==> config.mk <==
export PLATFORM = sky130hd
export DESIGN_NAME = uart_mdm_status
export DESIGN_NICKNAME = d
export VERILOG_FILES = /design/src/rtl/uart_msr_pkg.sv /design/src/rtl/msr_sync.sv /design/src/rtl/msr_src_sel.sv /design/src/rtl/msr_flags.sv /design/src/rtl/uart_mdm_status.sv
export SDC_FILE = /design/constraint.sdc
export NUM_CORES = 1
export LEC_CHECK = 0
export ABC_AREA = 1
export BUFFER_PORTS_ARGS = -buffer_cell sky130_fd_sc_hd__buf_4
export CORE_UTILIZATION = 44
export DETAILED_ROUTE_END_ITERATION = 6
export GPL_TIMING_DRIVEN = 0
export PLACE_DENSITY = 0.76
export SYNTH_ARGS = -nofsm -noshare
export SYNTH_HDL_FRONTEND = slang
export SYNTH_SLANG_ARGS = --single-unit
==> constraint.sdc <==
create_clock -name clk -period 0.9 [get_ports clk]
set_input_delay 0.09 -clock clk [delete_from_list [all_inputs] [get_ports clk]]
set_output_delay 0.09 -clock clk [all_outputs]
set_load 0.01 [all_outputs]
==> src/rtl/uart_msr_pkg.sv <==
// Package: shared lane indices and loopback routing for the modem status logic.
// Assumes four status lanes, ordered so that each lane index is the flag bit
// that reports it and lane+4 is its level bit.
package uart_msr_pkg;

    localparam int MSR_LANES = 4;

    // Lane positions inside a status nibble
    localparam int LN_CTS = 0;
    localparam int LN_DSR = 1;
    localparam int LN_RI  = 2;
    localparam int LN_DCD = 3;

    // Modem control bit positions
    localparam int MC_DTR  = 0;
    localparam int MC_RTS  = 1;
    localparam int MC_OUT1 = 2;
    localparam int MC_OUT2 = 3;

    typedef logic [MSR_LANES-1:0] lane_vec_t;

    // Map modem control outputs onto status lanes for loopback
    function automatic lane_vec_t loop_route(input lane_vec_t mc);
        lane_vec_t r;
        r[LN_DCD] = mc[MC_OUT2];
        r[LN_RI]  = mc[MC_OUT1];
        r[LN_DSR] = mc[MC_DTR];
        r[LN_CTS] = mc[MC_RTS];
        return r;
    endfunction

endpackage

==> src/rtl/msr_sync.sv <==
// Module: msr_sync
// Multi-bit flop-chain synchroniser, one independent chain per bit.
// Assumes each bit is an unrelated asynchronous level; no bus coherence.
module msr_sync #(
    parameter int          WIDTH   = 4,
    parameter int          STAGES  = 2,
    parameter logic        RST_VAL = 1'b1
) (
    input  logic             clk,
    input  logic             rst_n,
    input  logic [WIDTH-1:0] async_in,
    output logic [WIDTH-1:0] sync_out
);

    logic [STAGES-1:0] chain [WIDTH];

    for (genvar b = 0; b < WIDTH; b++) begin : g_bit
        // Shift the raw pin level through the stage chain
        always_ff @(posedge clk) begin
            if (!rst_n) begin
                chain[b] <= {STAGES{RST_VAL}};
            end else if (STAGES == 1) begin
                chain[b] <= async_in[b];
            end else begin
                chain[b] <= {chain[b][STAGES-2:0], async_in[b]};
            end
        end
        assign sync_out[b] = chain[b][STAGES-1];
    end

endmodule

==> src/rtl/msr_src_sel.sv <==
// Module: msr_src_sel
// Selects the live status source: inverted synchronised pins normally,
// routed modem control bits in loopback. Purely combinational.
// Assumes pins are active low and control bits are active high.
module msr_src_sel
    import uart_msr_pkg::*;
(
    input  lane_vec_t pins_sync_n,
    input  lane_vec_t mcr_bits,
    input  logic      loop_en,
    output lane_vec_t src
);

    lane_vec_t pin_lvl;
    lane_vec_t mc_lvl;

    // Convert active-low pins to asserted levels and route control bits
    always_comb begin
        pin_lvl = ~pins_sync_n;
        mc_lvl  = loop_route(mcr_bits);
        src     = loop_en ? mc_lvl : pin_lvl;
    end

endmodule

==> src/rtl/msr_flags.sv <==
// Module: msr_flags
// Holds the sampled status levels and the sticky change flags.
// Assumes lane LN_RI flags only a falling level; every other lane flags
// both directions. A clear and a new event in one cycle keep the event.
module msr_flags
    import uart_msr_pkg::*;
(
    input  logic      clk,
    input  logic      rst_n,
    input  lane_vec_t src,
    input  logic      clr,
    output lane_vec_t level_q,
    output lane_vec_t flag_q
);

    lane_vec_t evt;

    // Per-lane event detection against the previous sample
    always_comb begin
        for (int i = 0; i < MSR_LANES; i++) begin
            if (i == LN_RI) evt[i] = level_q[i] & ~src[i];
            else            evt[i] = level_q[i] ^ src[i];
        end
    end

    // Register the sampled level every cycle
    always_ff @(posedge clk) begin
        if (!rst_n) level_q <= '0;
        else        level_q <= src;
    end

    // Accumulate events, clearing on a host read without losing new ones
    always_ff @(posedge clk) begin
        if (!rst_n) flag_q <= '0;
        else        flag_q <= (clr ? '0 : flag_q) | evt;
    end

endmodule

==> src/rtl/uart_mdm_status.sv <==
// Module: uart_mdm_status
// Modem status register of a 16550-style UART: pin synchronisation, loopback
// source selection, sticky change flags cleared by a read, and a level IRQ.
// Assumes rd_en pulses for one cycle per host read.
module uart_mdm_status
    import uart_msr_pkg::*;
#(
    parameter int ADDR_W   = 3,
    parameter int MSR_ADDR = 6,
    parameter int SYNC_N   = 2
) (
    input  logic              clk,
    input  logic              rst_n,
    input  logic [ADDR_W-1:0] addr,
    input  logic              rd_en,
    input  logic              loop_en,
    input  logic [3:0]        mcr_bits,
    input  logic              msr_ie,
    input  logic              dcd_n,
    input  logic              ri_n,
    input  logic              dsr_n,
    input  logic              cts_n,
    output logic [7:0]        rd_data,
    output logic              msr_irq
);

    localparam logic [ADDR_W-1:0] SEL_ADDR = ADDR_W'(MSR_ADDR);

    lane_vec_t pins_raw_n;
    lane_vec_t pins_sync_n;
    lane_vec_t src;
    lane_vec_t level_q;
    lane_vec_t flag_q;
    logic      clr;

    // Gather pins into lane order
    always_comb begin
        pins_raw_n         = '1;
        pins_raw_n[LN_DCD] = dcd_n;
        pins_raw_n[LN_RI]  = ri_n;
        pins_raw_n[LN_DSR] = dsr_n;
        pins_raw_n[LN_CTS] = cts_n;
    end

    msr_sync #(
        .WIDTH  (MSR_LANES),
        .STAGES (SYNC_N),
        .RST_VAL(1'b1)
    ) u_sync (
        .clk     (clk),
        .rst_n   (rst_n),
        .async_in(pins_raw_n),
        .sync_out(pins_sync_n)
    );

    msr_src_sel u_sel (
        .pins_sync_n(pins_sync_n),
        .mcr_bits   (mcr_bits),
        .loop_en    (loop_en),
        .src        (src)
    );

    // Decode a clearing host read
    always_comb clr = rd_en && (addr == SEL_ADDR);

    msr_flags u_flags (
        .clk    (clk),
        .rst_n  (rst_n),
        .src    (src),
        .clr    (clr),
        .level_q(level_q),
        .flag_q (flag_q)
    );

    // Present register contents and the interrupt level
    always_comb begin
        rd_data = {level_q, flag_q};
        msr_irq = msr_ie & (|flag_q);
    end

endmodule

==> flow_metrics.py <==
metrics = {
    "final_layout": {
        "seq_area_um2": 331.6,
        "drive_gt1_frac": 0.4455,
        "final_cells": 124,
        "nNetsFinal": 127,
        "area_delta_synth_final_pct": 53.75,
        "multi_input_area_um2": 241.5,
        "fillers": 84,
        "antenna_cells": 0,
    },
    "critical_path": {
        "worstPathRequired_ns": 0.81,
        "critPathCaptureType": "output port",
        "cp-start-kind": "register",
        "crit_arrival_ns": 1.08,
        "critPathKind": "reg2out",
        "worstPathMaxFanout": 2,
    },
    "global_route": {
        "grt_pass1_vias": 536,
        "antenna_found_initial": 0,
        "grt_pass1_wl_um": 1987,
        "grt_max_degree": 11,
        "overflow": 0,
        "track_usage": 0.2005,
    },
    "timing": {
        "finalSetupViolations": 2,
        "layout_min_cycle_time_ns": 1.173,
        "tns_ns": -0.3404,
        "fin_worst_skew_ns": 0.003874,
        "period_share": 1.304,
        "worst_slew_pin_slew_ns": 0.1974,
        "rsz0062_at_grt": "yes",
        "finalHoldViolCount": 0,
        "fin_ws_ns": -0.2734,
        "slew_viol_final": 0,
        "clock.fmax_mhz": 852.2,
        "max_slew_margin": 0.8684,
    },
    "logic_synthesis": {
        "synth_ff_type": "dfxtp_1",
        "synth-seq-cells": 16,
        "synth_edf_count": 0,
        "syn-cell-area_um2": 600.6,
        "yosys_warnings": 0,
        "avgSynthCellArea_um2": 7.800,
        "ys_types": 13,
        "synth_common_cells": "nand2_1, dfxtp_1, inv_1",
        "syn_inst": 77,
        "synth_most_common_cell": "nand2_1",
        "yosys.area.top_type": "dfxtp_1",
        "synth.top_cell.area_share": 0.5333,
        "yosysSeqAreaShare": 0.5333,
        "ys_async_sr_fraction": 0,
        "synthTopCellsByArea": "dfxtp_1, nand2_1, or2_2, inv_1, a21oi_1",
        "synth_nets": 93,
    },
    "clocking": {
        "cts_buffers": 3,
        "clkTransAtPathRegs_ns": 0.09,
        "clockRootBuffer": "clkbuf_4",
        "cts_sinks": 16,
        "clockBufferDepth": 2,
        "insertion_delay_ns": 0.28,
        "cts_tree": "yes",
        "cts_max_level": 1,
    },
    "route": {
        "drtPass1Iterations": 4,
        "drc_errors": 0,
        "routed_wirelength_um": 1263,
        "wl_per_cell_um": 10.19,
        "vias_per_cell": 4.750,
        "drt_iter0_drc": 5,
        "routed-via-count": 589,
        "antenna_left": 0,
    },
    "run_status": {
        "violations": "setup timing",
        "status": "finished with violations",
    },
    "place": {
        "gp_congestion": 0.7737,
        "io_buffers": 24,
        "hpwlAfterDp_um": 833.8,
        "placed_cells": 115,
    },
    "pwr": {
        "power_mw": 1.510,
        "peakVddDrop_v": 0.0009764,
        "leakage_nw": 0.4741,
        "p_per_area_nw_per_um2": 1635,
    },
    "floorplanning": {
        "die_w_um": 38.95,
        "num_rows": 12,
        "dieArea_um2": 1517,
        "fp.dieH_um": 38.95,
        "io_pins": 25,
        "initial_core_util": 0.5063,
        "coreArea_um2": 1186,
    },
    "hold_path": {
        "hp-class": "in2reg",
    },
    "job": {
        "drv_cap": 0,
    },
}
## path summary, 6_finish.rpt
check	from	endpoint	slack, ns	cells after the start
hold reg to reg	u_sync.chain[1][0]	u_sync.chain[1][1]	0.42	1
setup reg to reg	u_sync.chain[1][1]	u_flags.flag_q[1]	0.15	5
setup / recovery	u_flags.flag_q[2]	msr_irq	-0.27	3
hold / removal	mcr_bits[2]	u_flags.level_q[2]	0.04	3
## registers in the layout, indices dropped and copies added, names as in the netlist
register / flops
u_sync.chain: 8
u_flags.flag_q: 4
u_flags.level_q: 4
## stage by stage
step                      instance area, µm²  utilization  hold WS [ns]  worst slack (ns)
after global routing                   923.4       0.7785       0.04235           -0.3529
after global placement                 798.3       0.6730        0.2772           0.04648
after CTS                              893.4       0.7532       0.03567           -0.2652
after detailed placement               798.3       0.6730        0.2807           0.03438
final                                  923.4       0.7785       0.04441           -0.2734
after floorplan                        600.6            -        0.1966            0.1205
## cell type report
type | instances | share of cell area
Tap cell | 14 | 0.01897
Clock buffer | 4 | 0.03930
Buffer | 1 | 0.005420
Inverter | 13 | 0.05285
Timing Repair Buffer | 29 | 0.2629
Sequential cell | 16 | 0.3591
Multi-Input combinational cell | 47 | 0.2615
## kinds of logic (layout without fill, tap and decap cells)
| kind of cell | after synthesis | count (layout) | synth area share |
|---|---|---|---|
| DFF | 16 | 16 | 0.5333 |
| and+or+nand+nor | 39 | 39 | 0.2979 |
| buffers and inverters | 14 | 47 | 0.08956 |
| AOI/OAI and AO/OA | 8 | 8 | 0.07917 |
## worst max-delay path, stage by stage, from the launching register on
cell and delay, ns:
dfxtp_2 0.35, nor4_4 0.25, nor2_1 0.06, buf_4 0.14
## power by group
part,switching [mW],internal [mW]
combinational,0.103,0.154
clock,0.220,0.246
sequential,0.0325,0.754
total,0.355,1.15
## metal layers
metal  global-route usage  up-vias  routed length (µm)  share of wire
li1                     -      302                   -              -
met1               0.1935      252                 462           0.37
met2               0.3667       29                 685           0.54
met3              0.05202        6                  78          0.062
met4               0.1293        0                  37          0.029
met5                    0        -                   0              0
## cells in the final DEF, fill, tap and decap left out, drive strengths merged
cell and instances:
dlygate4sd3 4, nor2 2, buf 26, nand3 6, or2 8, dfxtp 16, clkbuf 4, o21ai 1
nand4 1, nor4 1, a21oi 7, inv 13, nand2 21
## timing repair
item	4_1_cts	5_1_grt
endpoints found under the setup margin	1	8
gates resized for setup	3	11
setup buffers	1	0
hold buffers	4	0
cloned	0	0
pin swaps	1	0
endpoints found under the hold margin	4	0
No activity file was read; power rests on OpenSTA's default activity.
